## config.mk

```make
export PLATFORM = sky130hd
export DESIGN_NAME = kcr_bank
export DESIGN_NICKNAME = d
export VERILOG_FILES = /design/src/rtl/kcr_pkg.sv /design/src/rtl/kcr_lock_slot.sv /design/src/rtl/kcr_kick_pair.sv /design/src/rtl/kcr_cfg_bank.sv /design/src/rtl/kcr_bank.sv
export SDC_FILE = /design/constraint.sdc
export NUM_CORES = 1
export LEC_CHECK = 0
export ABC_AREA = 1
export BUFFER_PORTS_ARGS = -buffer_cell sky130_fd_sc_hd__clkbuf_2
export CAP_MARGIN = 20
export CORE_MARGIN = 2
export CORE_UTILIZATION = 59
export DETAILED_ROUTE_END_ITERATION = 12
export PLACE_DENSITY = 0.87
export RECOVER_POWER = 25
export SETUP_SLACK_MARGIN = 0.1
export SLEW_MARGIN = 10
export SYNTH_ARGS = -nofsm -noshare
export SYNTH_HDL_FRONTEND = slang
export SYNTH_HIERARCHICAL = 1
export SYNTH_SLANG_ARGS = --single-unit
```

## constraint.sdc

```tcl
create_clock -name clk -period 4.6 [get_ports clk]
set_input_delay 0.92 -clock clk [delete_from_list [all_inputs] [get_ports clk]]
set_output_delay 0.92 -clock clk [all_outputs]
set_load 0.01 [all_outputs]
```

## src/rtl/kcr_pkg.sv

```systemverilog
// Package for the key-locked register bank.
// Holds the helper that decides, at elaboration, whether a register index
// is named by any lock slot. Assumes 8-bit target fields and at most 32 slots.
package kcr_pkg;

    localparam int TGT_W = 8;

    // True when any of the first n slot targets equals register index r.
    function automatic bit tgt_covers(input logic [255:0] tgt, input int n, input int r);
        for (int i = 0; i < n; i++) begin
            if (tgt[i*TGT_W +: TGT_W] == TGT_W'(r)) return 1'b1;
        end
        return 1'b0;
    endfunction

endpackage

```

## src/rtl/kcr_lock_slot.sv

```systemverilog
// One single-key lock slot.
// Opens for WIN cycles when KEY is written to it. Any other write to it
// (zero or a wrong key) closes it. Assumes WIN >= 1.
module kcr_lock_slot #(
    parameter int          DATA_W = 32,
    parameter logic [DATA_W-1:0] KEY = '1,
    parameter int          WIN    = 4
) (
    input  logic              clk,
    input  logic              rst_n,
    input  logic              sel,
    input  logic [DATA_W-1:0] wdata,
    output logic              open
);
    localparam int CNT_W = $clog2(WIN + 1);

    logic [CNT_W-1:0] remain;

    // Load the window on a key hit, clear on any other hit, else count down.
    always_ff @(posedge clk) begin
        if (!rst_n) begin
            remain <= '0;
        end else if (sel) begin
            remain <= (wdata == KEY) ? CNT_W'(WIN) : '0;
        end else if (remain != '0) begin
            remain <= remain - 1'b1;
        end
    end

    assign open = (remain != '0);

endmodule

```

## src/rtl/kcr_kick_pair.sv

```systemverilog
// Two kick words that together open the kick-protected group.
// Each word stores only whether it currently holds its key, so any
// write of another value (zero included) drops it. There is no timeout.
module kcr_kick_pair #(
    parameter int                DATA_W = 32,
    parameter logic [DATA_W-1:0] KEY0   = '1,
    parameter logic [DATA_W-1:0] KEY1   = '1
) (
    input  logic              clk,
    input  logic              rst_n,
    input  logic              sel0,
    input  logic              sel1,
    input  logic [DATA_W-1:0] wdata,
    output logic [1:0]        held,
    output logic              open
);
    // Track key match of each kick word on its own writes.
    always_ff @(posedge clk) begin
        if (!rst_n) begin
            held <= 2'b00;
        end else begin
            if (sel0) held[0] <= (wdata == KEY0);
            if (sel1) held[1] <= (wdata == KEY1);
        end
    end

    assign open = &held;

endmodule

```

## src/rtl/kcr_cfg_bank.sv

```systemverilog
// Configuration register storage with per-register write gating.
// Gating per register: a register named by a lock slot follows that slot;
// otherwise, if it is in KICK_MASK, it follows the kick pair; otherwise it
// is written directly. Assumes register r sits at address CFG_BASE+r.
module kcr_cfg_bank #(
    parameter int                          DATA_W    = 32,
    parameter int                          ADDR_W    = 5,
    parameter int                          NUM_CFG   = 8,
    parameter int                          NUM_LOCKS = 4,
    parameter int                          CFG_BASE  = 0,
    parameter logic [NUM_LOCKS*8-1:0]      LOCK_TGT  = '0,
    parameter logic [NUM_CFG-1:0]          KICK_MASK = '0
) (
    input  logic                        clk,
    input  logic                        rst_n,
    input  logic                        we,
    input  logic [ADDR_W-1:0]           addr,
    input  logic [DATA_W-1:0]           wdata,
    input  logic [NUM_LOCKS-1:0]        lock_open,
    input  logic                        kick_open,
    output logic [NUM_CFG*DATA_W-1:0]   cfg
);
    for (genvar r = 0; r < NUM_CFG; r++) begin : g_reg
        localparam bit COVERED = kcr_pkg::tgt_covers(256'(LOCK_TGT), NUM_LOCKS, r);

        logic [NUM_LOCKS-1:0] slot_ok;
        logic                 permit;
        logic                 hit;

        for (genvar i = 0; i < NUM_LOCKS; i++) begin : g_slot
            localparam bit MINE = (LOCK_TGT[i*8 +: 8] == 8'(r));
            assign slot_ok[i] = MINE && lock_open[i];
        end

        if (COVERED) begin : g_locked
            assign permit = |slot_ok;
        end else if (KICK_MASK[r]) begin : g_kicked
            assign permit = kick_open;
        end else begin : g_direct
            assign permit = 1'b1;
        end

        assign hit = we && (addr == ADDR_W'(CFG_BASE + r));

        // Store the write data when the register is addressed and permitted.
        always_ff @(posedge clk) begin
            if (!rst_n) begin
                cfg[r*DATA_W +: DATA_W] <= '0;
            end else if (hit && permit) begin
                cfg[r*DATA_W +: DATA_W] <= wdata;
            end
        end
    end

endmodule

```

## src/rtl/kcr_bank.sv

```systemverilog
// Top of the key-locked configuration register bank.
// Decodes the bus address into config, lock-slot and kick-word selects,
// instantiates the slots, the kick pair and the storage, and registers the
// read data (one-cycle latency). Unmapped addresses read zero.
// Assumes the three address ranges do not overlap.
module kcr_bank #(
    parameter int                          DATA_W     = 32,
    parameter int                          ADDR_W     = 5,
    parameter int                          NUM_CFG    = 8,
    parameter int                          NUM_LOCKS  = 4,
    parameter int                          RELOCK_WIN = 4,
    parameter int                          CFG_BASE   = 0,
    parameter int                          LOCK_BASE  = 16,
    parameter int                          KICK0_ADDR = 24,
    parameter int                          KICK1_ADDR = 25,
    parameter logic [NUM_LOCKS*8-1:0]      LOCK_TGT   = {8'd3, 8'd2, 8'd1, 8'd0},
    parameter logic [NUM_LOCKS*DATA_W-1:0] LOCK_KEYS  = {32'h6D3C0004, 32'h6D3C0003,
                                                         32'h6D3C0002, 32'h6D3C0001},
    parameter logic [DATA_W-1:0]           KICK_KEY0  = 32'h1B7E55AA,
    parameter logic [DATA_W-1:0]           KICK_KEY1  = 32'hE48AA155,
    parameter logic [NUM_CFG-1:0]          KICK_MASK  = 8'b0011_0000
) (
    input  logic                      clk,
    input  logic                      rst_n,
    input  logic [ADDR_W-1:0]         bus_addr,
    input  logic                      bus_we,
    input  logic [DATA_W-1:0]         bus_wdata,
    output logic [DATA_W-1:0]         bus_rdata,
    output logic [NUM_CFG*DATA_W-1:0] cfg_out
);
    logic [NUM_LOCKS-1:0] lock_open;
    logic [1:0]           kick_held;
    logic                 kick_open;
    logic                 kick_sel0;
    logic                 kick_sel1;
    logic [DATA_W-1:0]    rd_next;

    for (genvar i = 0; i < NUM_LOCKS; i++) begin : g_lock
        logic sel;
        assign sel = bus_we && (bus_addr == ADDR_W'(LOCK_BASE + i));

        kcr_lock_slot #(
            .DATA_W (DATA_W),
            .KEY    (LOCK_KEYS[i*DATA_W +: DATA_W]),
            .WIN    (RELOCK_WIN)
        ) u_slot (
            .clk   (clk),
            .rst_n (rst_n),
            .sel   (sel),
            .wdata (bus_wdata),
            .open  (lock_open[i])
        );
    end

    assign kick_sel0 = bus_we && (bus_addr == ADDR_W'(KICK0_ADDR));
    assign kick_sel1 = bus_we && (bus_addr == ADDR_W'(KICK1_ADDR));

    kcr_kick_pair #(
        .DATA_W (DATA_W),
        .KEY0   (KICK_KEY0),
        .KEY1   (KICK_KEY1)
    ) u_kick (
        .clk   (clk),
        .rst_n (rst_n),
        .sel0  (kick_sel0),
        .sel1  (kick_sel1),
        .wdata (bus_wdata),
        .held  (kick_held),
        .open  (kick_open)
    );

    kcr_cfg_bank #(
        .DATA_W    (DATA_W),
        .ADDR_W    (ADDR_W),
        .NUM_CFG   (NUM_CFG),
        .NUM_LOCKS (NUM_LOCKS),
        .CFG_BASE  (CFG_BASE),
        .LOCK_TGT  (LOCK_TGT),
        .KICK_MASK (KICK_MASK)
    ) u_cfg (
        .clk       (clk),
        .rst_n     (rst_n),
        .we        (bus_we),
        .addr      (bus_addr),
        .wdata     (bus_wdata),
        .lock_open (lock_open),
        .kick_open (kick_open),
        .cfg       (cfg_out)
    );

    // Select the read value for the presented address.
    always_comb begin
        rd_next = '0;
        for (int r = 0; r < NUM_CFG; r++) begin
            if (bus_addr == ADDR_W'(CFG_BASE + r)) rd_next = cfg_out[r*DATA_W +: DATA_W];
        end
        for (int i = 0; i < NUM_LOCKS; i++) begin
            if (bus_addr == ADDR_W'(LOCK_BASE + i)) rd_next = DATA_W'(lock_open[i]);
        end
        if (bus_addr == ADDR_W'(KICK0_ADDR)) rd_next = DATA_W'(kick_held[0]);
        if (bus_addr == ADDR_W'(KICK1_ADDR)) rd_next = DATA_W'(kick_held[1]);
    end

    // Register the read data.
    always_ff @(posedge clk) begin
        if (!rst_n) bus_rdata <= '0;
        else        bus_rdata <= rd_next;
    end

endmodule

```

==> results of run 1 <==
routing by layer:
layer	vias to the layer above	share of wire, %	track usage (%)
li1	8034	-	-
met1	7725	36	46.6
met2	1066	45	66.2
met3	275	11	9.90
met4	0	7.7	29.0
met5	-	0	0
per-stage QoR:
step	hold WS [ns]	util (%)	area [um2]
2_1_floorplan	0.428	-	15100
3_3_place_gp	0.440	66.9	16800
3_5_place_dp	0.453	66.9	16800
4_1_cts	0.465	71.5	18000
5_1_grt	0.487	70.8	17800
6_report	0.471	70.8	17800
sequential cells by signal (all words and copies together), names as in the netlist:
name,cells
bus_rdata,32
g_lock.u_slot/remain,12
u_cfg/cfg,256
u_kick/held,2
critical path: stages:
cell and delay [ns]:
clkbuf_1 0.30, inv_1 0.12, nand2_1 0.18, nor2_2 0.14
clkbuf_1 1.23, nand3_1 0.27, nand2_1 0.16, nor2_1 0.05
logic make-up after synthesis:
| logic type | Yosys count | synth area share (%) |
|---|---|---|
| simple gates | 1644 | 44.8 |
| buf+inv | 441 | 11.8 |
| flops | 302 | 40.0 |
| xor+xnor | 4 | 0.232 |
| compound gates | 69 | 2.57 |
| fa+ha+maj | 8 | 0.662 |
layout make-up:
class                      count  share of cell area [%]
clock inverter                10                   0.751
inverter                     308                    6.48
timing repair buffer         354                    9.54
clock buffer                  50                    5.80
tap                          330                    2.31
sequential                   302                    33.9
multi-input combinational   1725                    41.2
placed cells by master, fill, tap and decap left out, drive strengths merged, types with 7 or more instances in the layout:
cell type,n
inv,309
nand3b,7
o21ai,36
nor3,7
nor2,646
buf,27
nand2,641
a21oi,21
ha,8
nand4,43
nand3,298
clkbuf,377
dfxtp,302
report_power, final:
| group | leakage [nW] | internal (mW) | switching, mW |
|---|---|---|---|
| clock network | 0.570 | 1.73 | 1.10 |
| logic | 5.44 | 0.251 | 0.638 |
| registers | 2.44 | 2.69 | 0.0589 |
worst min path at each step:
stage / cells past startpoint / endpoint / from
floorplan: 1 / g_lock[0].u_slot/remain[0] / g_lock[0].u_slot/remain[0]
global placement: 1 / g_lock[2].u_slot/remain[0] / g_lock[2].u_slot/remain[0]
detailed placement: 1 / g_lock[2].u_slot/remain[0] / g_lock[2].u_slot/remain[0]
CTS: 1 / g_lock[2].u_slot/remain[0] / g_lock[2].u_slot/remain[0]
global route: 1 / g_lock[3].u_slot/remain[0] / g_lock[3].u_slot/remain[0]
finish: 1 / g_lock[3].u_slot/remain[0] / g_lock[3].u_slot/remain[0]
==> reports/metrics.yaml, run 1 <==
drt:
  drt_first_pass_iters: 8
  vias: 17100
  wl_per_cell_um: 18.2
  drtIter0Drc: 1986
  ant_nets: 0
  viasPerCell: 5.55
  drt_wl_total_um: 56100
  drcViolationCount: 0
sta:
  slew_violations: 33
  finalSetupTns_ns: 0
  fin_ws_ns: 1.62
  final.setup_skew_ns: 0.0194
  max_freq_mhz: 335
  rsz0062_at_grt: "false"
  tightest_slew_ns: 1.70
  relSlewSlack_pct: -13.3
  setup_viol: 0
  min_period_ns: 2.98
  hold_viol: 0
  min_period_over_period_pct: 64.9
clocking:
  ctsHtreeMaxLevel: 2
  root_buffer: "clkbuf_16"
  cts_tree: "yes"
  cts_setup_buffers: 0
  clk_latency_ns: 0.52
  cts_hold_buf: 0
  cts_resized: 0
  cts_made_buffers: 34
  ctsLongestPathBuffers: 3
  clkTransAtPathRegs_ns: 0.06
  cts.sinks: 302
floorplanning:
  num_rows: 58
  core_mm2: 0.0252
  fp.dieH_um: 164
  start_util_pct: 60.1
  dieArea_mm2: 0.0269
  die_w_um: 164
  ios: 328
cells_and_area:
  instances_no_fill: 3079
  multi_input_area_mm2: 0.00735
  seq_area_mm2: 0.00605
  fillCellCount: 2266
  n_antenna_cell: 0
  area_delta_synth_final_pct: 17.9
  drive_above_1_share_pct: 11.2
  nNetsFinal: 2773
power:
  power-per-cell-area_mw_per_mm2: 363
  p_total_mw: 6.48
  p_leak_nw: 8.45
  ir_drop_mv: 0.273
grt:
  grt_start_max_net_pins: 181
  antenna_found_initial: 0
  overflow: 0
  grt.total_usage_pct: 40.6
  grt_first_pass_wirelength_um: 84900
  grt_pass1_vias: 15800
synthesis:
  synth_top_flop_cell: "dfxtp_1"
  netlist_area_mm2: 0.0151
  synth_seq_cells: 302
  avgSynthCellArea_um2: 6.13
  synthDistinctLibCells: 30
  yosysWarnings: 6
  synth_nets: 2516
  ys_seq_area_share_pct: 40.0
  async_reset_ff_share_pct: 0
  yosys.area.top_type_share_pct: 40.0
  synth_edf_count: 0
  syn_inst: 2468
  yosysMostFrequentCell: "nand2_1"
  synth_top_area_cell: "dfxtp_1"
  synth_common_cells: "nand2_1, nor2_1, dfxtp_1"
  synth_area_leaders: "dfxtp_1, nand2_1, nor2_1, nand3_1, inv_1"
worst_hold_path:
  hold_path_class: "flop to flop"
worst_setup_path:
  reg2reg_slack_ns: 2.26
  cp-end-kind: "flop"
  arrival_ns: 3.39
  crit_path_start_kind: "input pin"
  worstRegToRegCells: 11
  critPathCapture: "u_cfg/cfg[152]"
  rr_endpoint: "u_cfg/cfg[43]"
  timing.rr.start: "g_lock[1].u_slot/remain[0]"
  worstPathRequired_ns: 5.00
  crit_path_max_fanout: 32
  crit_type: "input pin to flop"
  startpoint: "bus_addr[4]"
placed_design:
  numPortBuffers: 327
  dp.cells: 3018
  place_ws_ns: 1.58
  hpwl_um: 39200
  gp_congestion: 0.955
flow_run:
  max-cap-violations: 1
run_status:
  violations: "capacitance limit, slew limit"
  status: "finished with violations"
Note: power is estimated with default switching activity, not from simulation.
==> run 2, diff against run 1 <==
--- a/config.mk
+++ b/config.mk
@@ -9,9 +9,9 @@
 export BUFFER_PORTS_ARGS = -buffer_cell sky130_fd_sc_hd__clkbuf_2
 export CAP_MARGIN = 20
 export CORE_MARGIN = 2
-export CORE_UTILIZATION = 59
+export CORE_UTILIZATION = 55
 export DETAILED_ROUTE_END_ITERATION = 12
-export PLACE_DENSITY = 0.87
+export PLACE_DENSITY = 0.82
 export RECOVER_POWER = 25
 export SETUP_SLACK_MARGIN = 0.1
 export SLEW_MARGIN = 10
==> constraint.sdc (replaced) <==
create_clock -name clk -period 3.01 [get_ports clk]
set_input_delay 0.602 -clock clk [delete_from_list [all_inputs] [get_ports clk]]
set_output_delay 0.602 -clock clk [all_outputs]
set_load 0.01 [all_outputs]
==> run 2 against run 1 <==
Effect of this change: the run now ends clean; global-route usage down 2.5 points; via count is 1.1% lower; total power increased by 48%; die area rose by 7.1%; clock-buffer cell count increased by 2; first-iteration DRC count increased by 5.1%; critical path depth up 3; sequential share of layout area about the same; largest cell class unchanged; largest power group is now registers; highest routed layer unchanged.
==> reports/metrics.yaml, run 2 (synthesis results as in run 1) <==
worst_setup_path:
  cp_cell_sequence: "clkbuf_1 -> inv_1 -> nor3_1 -> nand2_1 -> nor2_1 -> inv_2 -> nor2_2 -> nand3_1 -> nor2_1 -> nand3_1 -> a21oi_1"  # was clkbuf_1 -> inv_1 -> nand2_1 -> nor2_2 -> clkbuf_1 -> nand3_1 -> nand2_1 -> nor2_1
  crit_family: "simple AND/OR/NAND/NOR gates"  # was buffers and inverters
  crit_type: "input pin to flop"  # unchanged
  cp-end-kind: "flop"  # unchanged
  arrival_ns: 2.80  # was 3.39 ns
  cpMaxStageDelayCell: "nor3_1"  # was clkbuf_1
  crit_path_start_kind: "input pin"  # unchanged
  max_stage_delay_ns: 0.58  # was 1.23 ns
  worstPathRequired_ns: 3.45  # was 5.00 ns
  crit_path_max_fanout: 11  # was 32
  crit_buf_inv: 3  # unchanged
power:
  pwr-share-comb_pct: 14.0  # was 13.7%
  switching_share_pct: 28.2  # was 27.8%
  seq_power_share_pct: 43.8  # was 42.5%
  p_switching_mw: 2.71  # was 1.80 mW
  cellInternalPower_mw: 6.88  # was 4.68 mW
  p_clk_share_pct: 42.2  # was 43.7%
  power-per-cell-area_mw_per_mm2: 538  # was 363 mW/mm2
  ir_drop_mv: 0.422  # was 0.273 mV
  p_leak_nw: 8.51  # was 8.45 nW
cells_and_area:
  final_common_cell: "nand2_1"  # unchanged
  drive_above_1_share_pct: 11.6  # was 11.2%
  seq_area_mm2: 0.00605  # unchanged
  layout_common_cells: "nand2_1, nor2_1, inv_1, dfxtp_1, nand3_1"  # unchanged
  largest_reg_flops: 256  # unchanged
  nNetsFinal: 2780  # was 2773
  instances_no_fill: 3095  # was 3079
  n_antenna_cell: 0  # unchanged
  fillCellCount: 2558  # was 2266
  top_regs: "u_cfg/cfg: 256 flops, bus_rdata: 32 flops, g_lock.u_slot/remain: 12 flops"  # unchanged
  regMostFlops: "u_cfg/cfg"  # unchanged
  final_util_pct: 66.2  # was 70.8%
  multi_input_area_mm2: 0.00732  # was 0.00735 mm2
  area_delta_synth_final_pct: 17.9  # about the same
  finalInstanceArea_mm2: 0.0178  # about the same
drt:
  viasPerCell: 5.47  # was 5.55
  drt_wl_total_um: 56600  # was 56100 um
  drtIter0Drc: 2087  # was 1986
  vias: 16900  # was 17.1k
  wl_per_cell_um: 18.3  # was 18.2 um
  ant_nets: 0  # unchanged
  drt_first_pass_iters: 6  # was 8
  drcViolationCount: 0  # unchanged
sta:
  hold_viol: 0  # unchanged
  rsz0062_at_grt: "false"  # unchanged
  min_period_over_period_pct: 78.4
  min_period_ns: 2.36
  tightest_slew_ns: 1.07  # was 1.70 ns
  slew_violations: 0  # was 33
  final.setup_skew_ns: 0.00832  # was 0.0194 ns
  setup_viol: 0  # unchanged
  finalSetupTns_ns: 0  # unchanged
  relSlewSlack_pct: 28.5  # was -13.3%
  fin_ws_ns: 0.649  # was 1.62 ns
  max_freq_mhz: 424
floorplanning:
  start_util_pct: 56.1  # was 60.1%
  core_mm2: 0.0270  # was 0.0252 mm2
  fp.dieH_um: 170  # was 164 um
  die_w_um: 170  # was 164 um
  num_rows: 60  # was 58
  ios: 328  # unchanged
  dieArea_mm2: 0.0288  # was 0.0269 mm2
clocking:
  cts_tree: "yes"  # unchanged
  cts_resized: 0  # unchanged
  cts_made_buffers: 35  # was 34
  ctsLongestPathBuffers: 3  # unchanged
  cts_setup_buffers: 0  # unchanged
  cts.sinks: 302  # unchanged
  clkTransAtPathRegs_ns: 0.06  # about the same
  root_buffer: "clkbuf_16"  # unchanged
  clk_latency_ns: 0.52  # about the same
  cts_hold_buf: 0  # unchanged
  ctsHtreeMaxLevel: 2  # unchanged
placed_design:
  place_area_mm2: 0.0169  # was 0.0168 mm2
  dp.cells: 3036  # was 3018
  hpwl_um: 40100  # was 39200 um
  place_ws_ns: 0.576  # was 1.58 ns
  gp_congestion: 1.02  # was 0.955
  numPortBuffers: 327  # unchanged
grt:
  grt.total_usage_pct: 38.1  # was 40.6%
  grt_first_pass_wirelength_um: 85200  # was 84900 um
  antenna_found_initial: 0  # unchanged
  grt_pass1_vias: 15400  # was 15.8k
  overflow: 0  # unchanged
  grt_start_max_net_pins: 180  # was 181
flow_run:
  max-cap-violations: 0  # was 1
worst_hold_path:
  hold_path_class: "flop to flop"  # unchanged
run_status:
  status: "finished, final reports clean"  # was finished with violations
run 2: changes by cell type in the layout (fill, tap and decap cells not counted):
cell	previous run	this run
clkbuf_16	37	35
clkbuf_2	191	209
buf_6	2	0
nor2_4	8	4
clkbuf_8	6	7
buf_4	23	26
inv_2	6	4
inv_1	302	304
buf_12	2	6
bufinv_16	3	1
clkinvlp_4	2	1
clkbuf_1	143	129
nor2_1	622	626
run 2: final cells by class:
cell class	count	area share, %
flip-flops and latches	302	33.9
repair buffers	360	10.2
well taps	341	2.39
clock buffers	52	5.61
inverters	308	6.48
clock inverters	7	0.372
multi-input cells	1725	41.1
run 2: worst paths after layout:
kind                         startpoint  cells after the start  slack [ns]                         end
min reg2reg  g_lock[1].u_slot/remain[0]                      1        0.46  g_lock[1].u_slot/remain[0]
max reg2reg  g_lock[3].u_slot/remain[0]                      9        0.94              u_cfg/cfg[116]
min          g_lock[1].u_slot/remain[0]                      1        0.46  g_lock[1].u_slot/remain[0]
max                         bus_addr[4]                     11        0.65  g_lock[3].u_slot/remain[2]
run 2: metrics by stage:
step / hold WS (ns) / power, mW
finish: 0.459 / 9.59
global route: 0.484 / 9.91
CTS: 0.460 / 9.57
detailed placement: 0.452 / 5.60
global placement: 0.440 / 5.56
floorplan: 0.428 / 5.17
run 2: worst register-to-register path: stages, from the launching register on:
cell and delay (ns):
dfxtp_1 0.37, inv_1 0.08, ha_1 0.19, inv_1 0.05, nor2_1 0.04, inv_1 0.20
nand2_1 0.14, nor2_4 0.66, nor2_1 0.13, nor2_1 0.14
run 2: metal layers:
metal | up-vias | global-route usage, % | share of wire [%]
met5 | - | 0 | 0
met4 | 0 | 21.8 | 6.4
met3 | 220 | 7.84 | 9.6
met2 | 1006 | 65.6 | 48
met1 | 7654 | 44.1 | 36
li1 | 8037 | - | -
run 2: power groups by stage:
stage	clock network [mW]	registers [mW]	logic, mW
finish	4.05	4.20	1.34
global route	4.23	4.21	1.47
CTS	4.05	4.20	1.32
detailed placement	0	4.29	1.31
global placement	0	4.28	1.27
floorplan	0	4.29	0.879
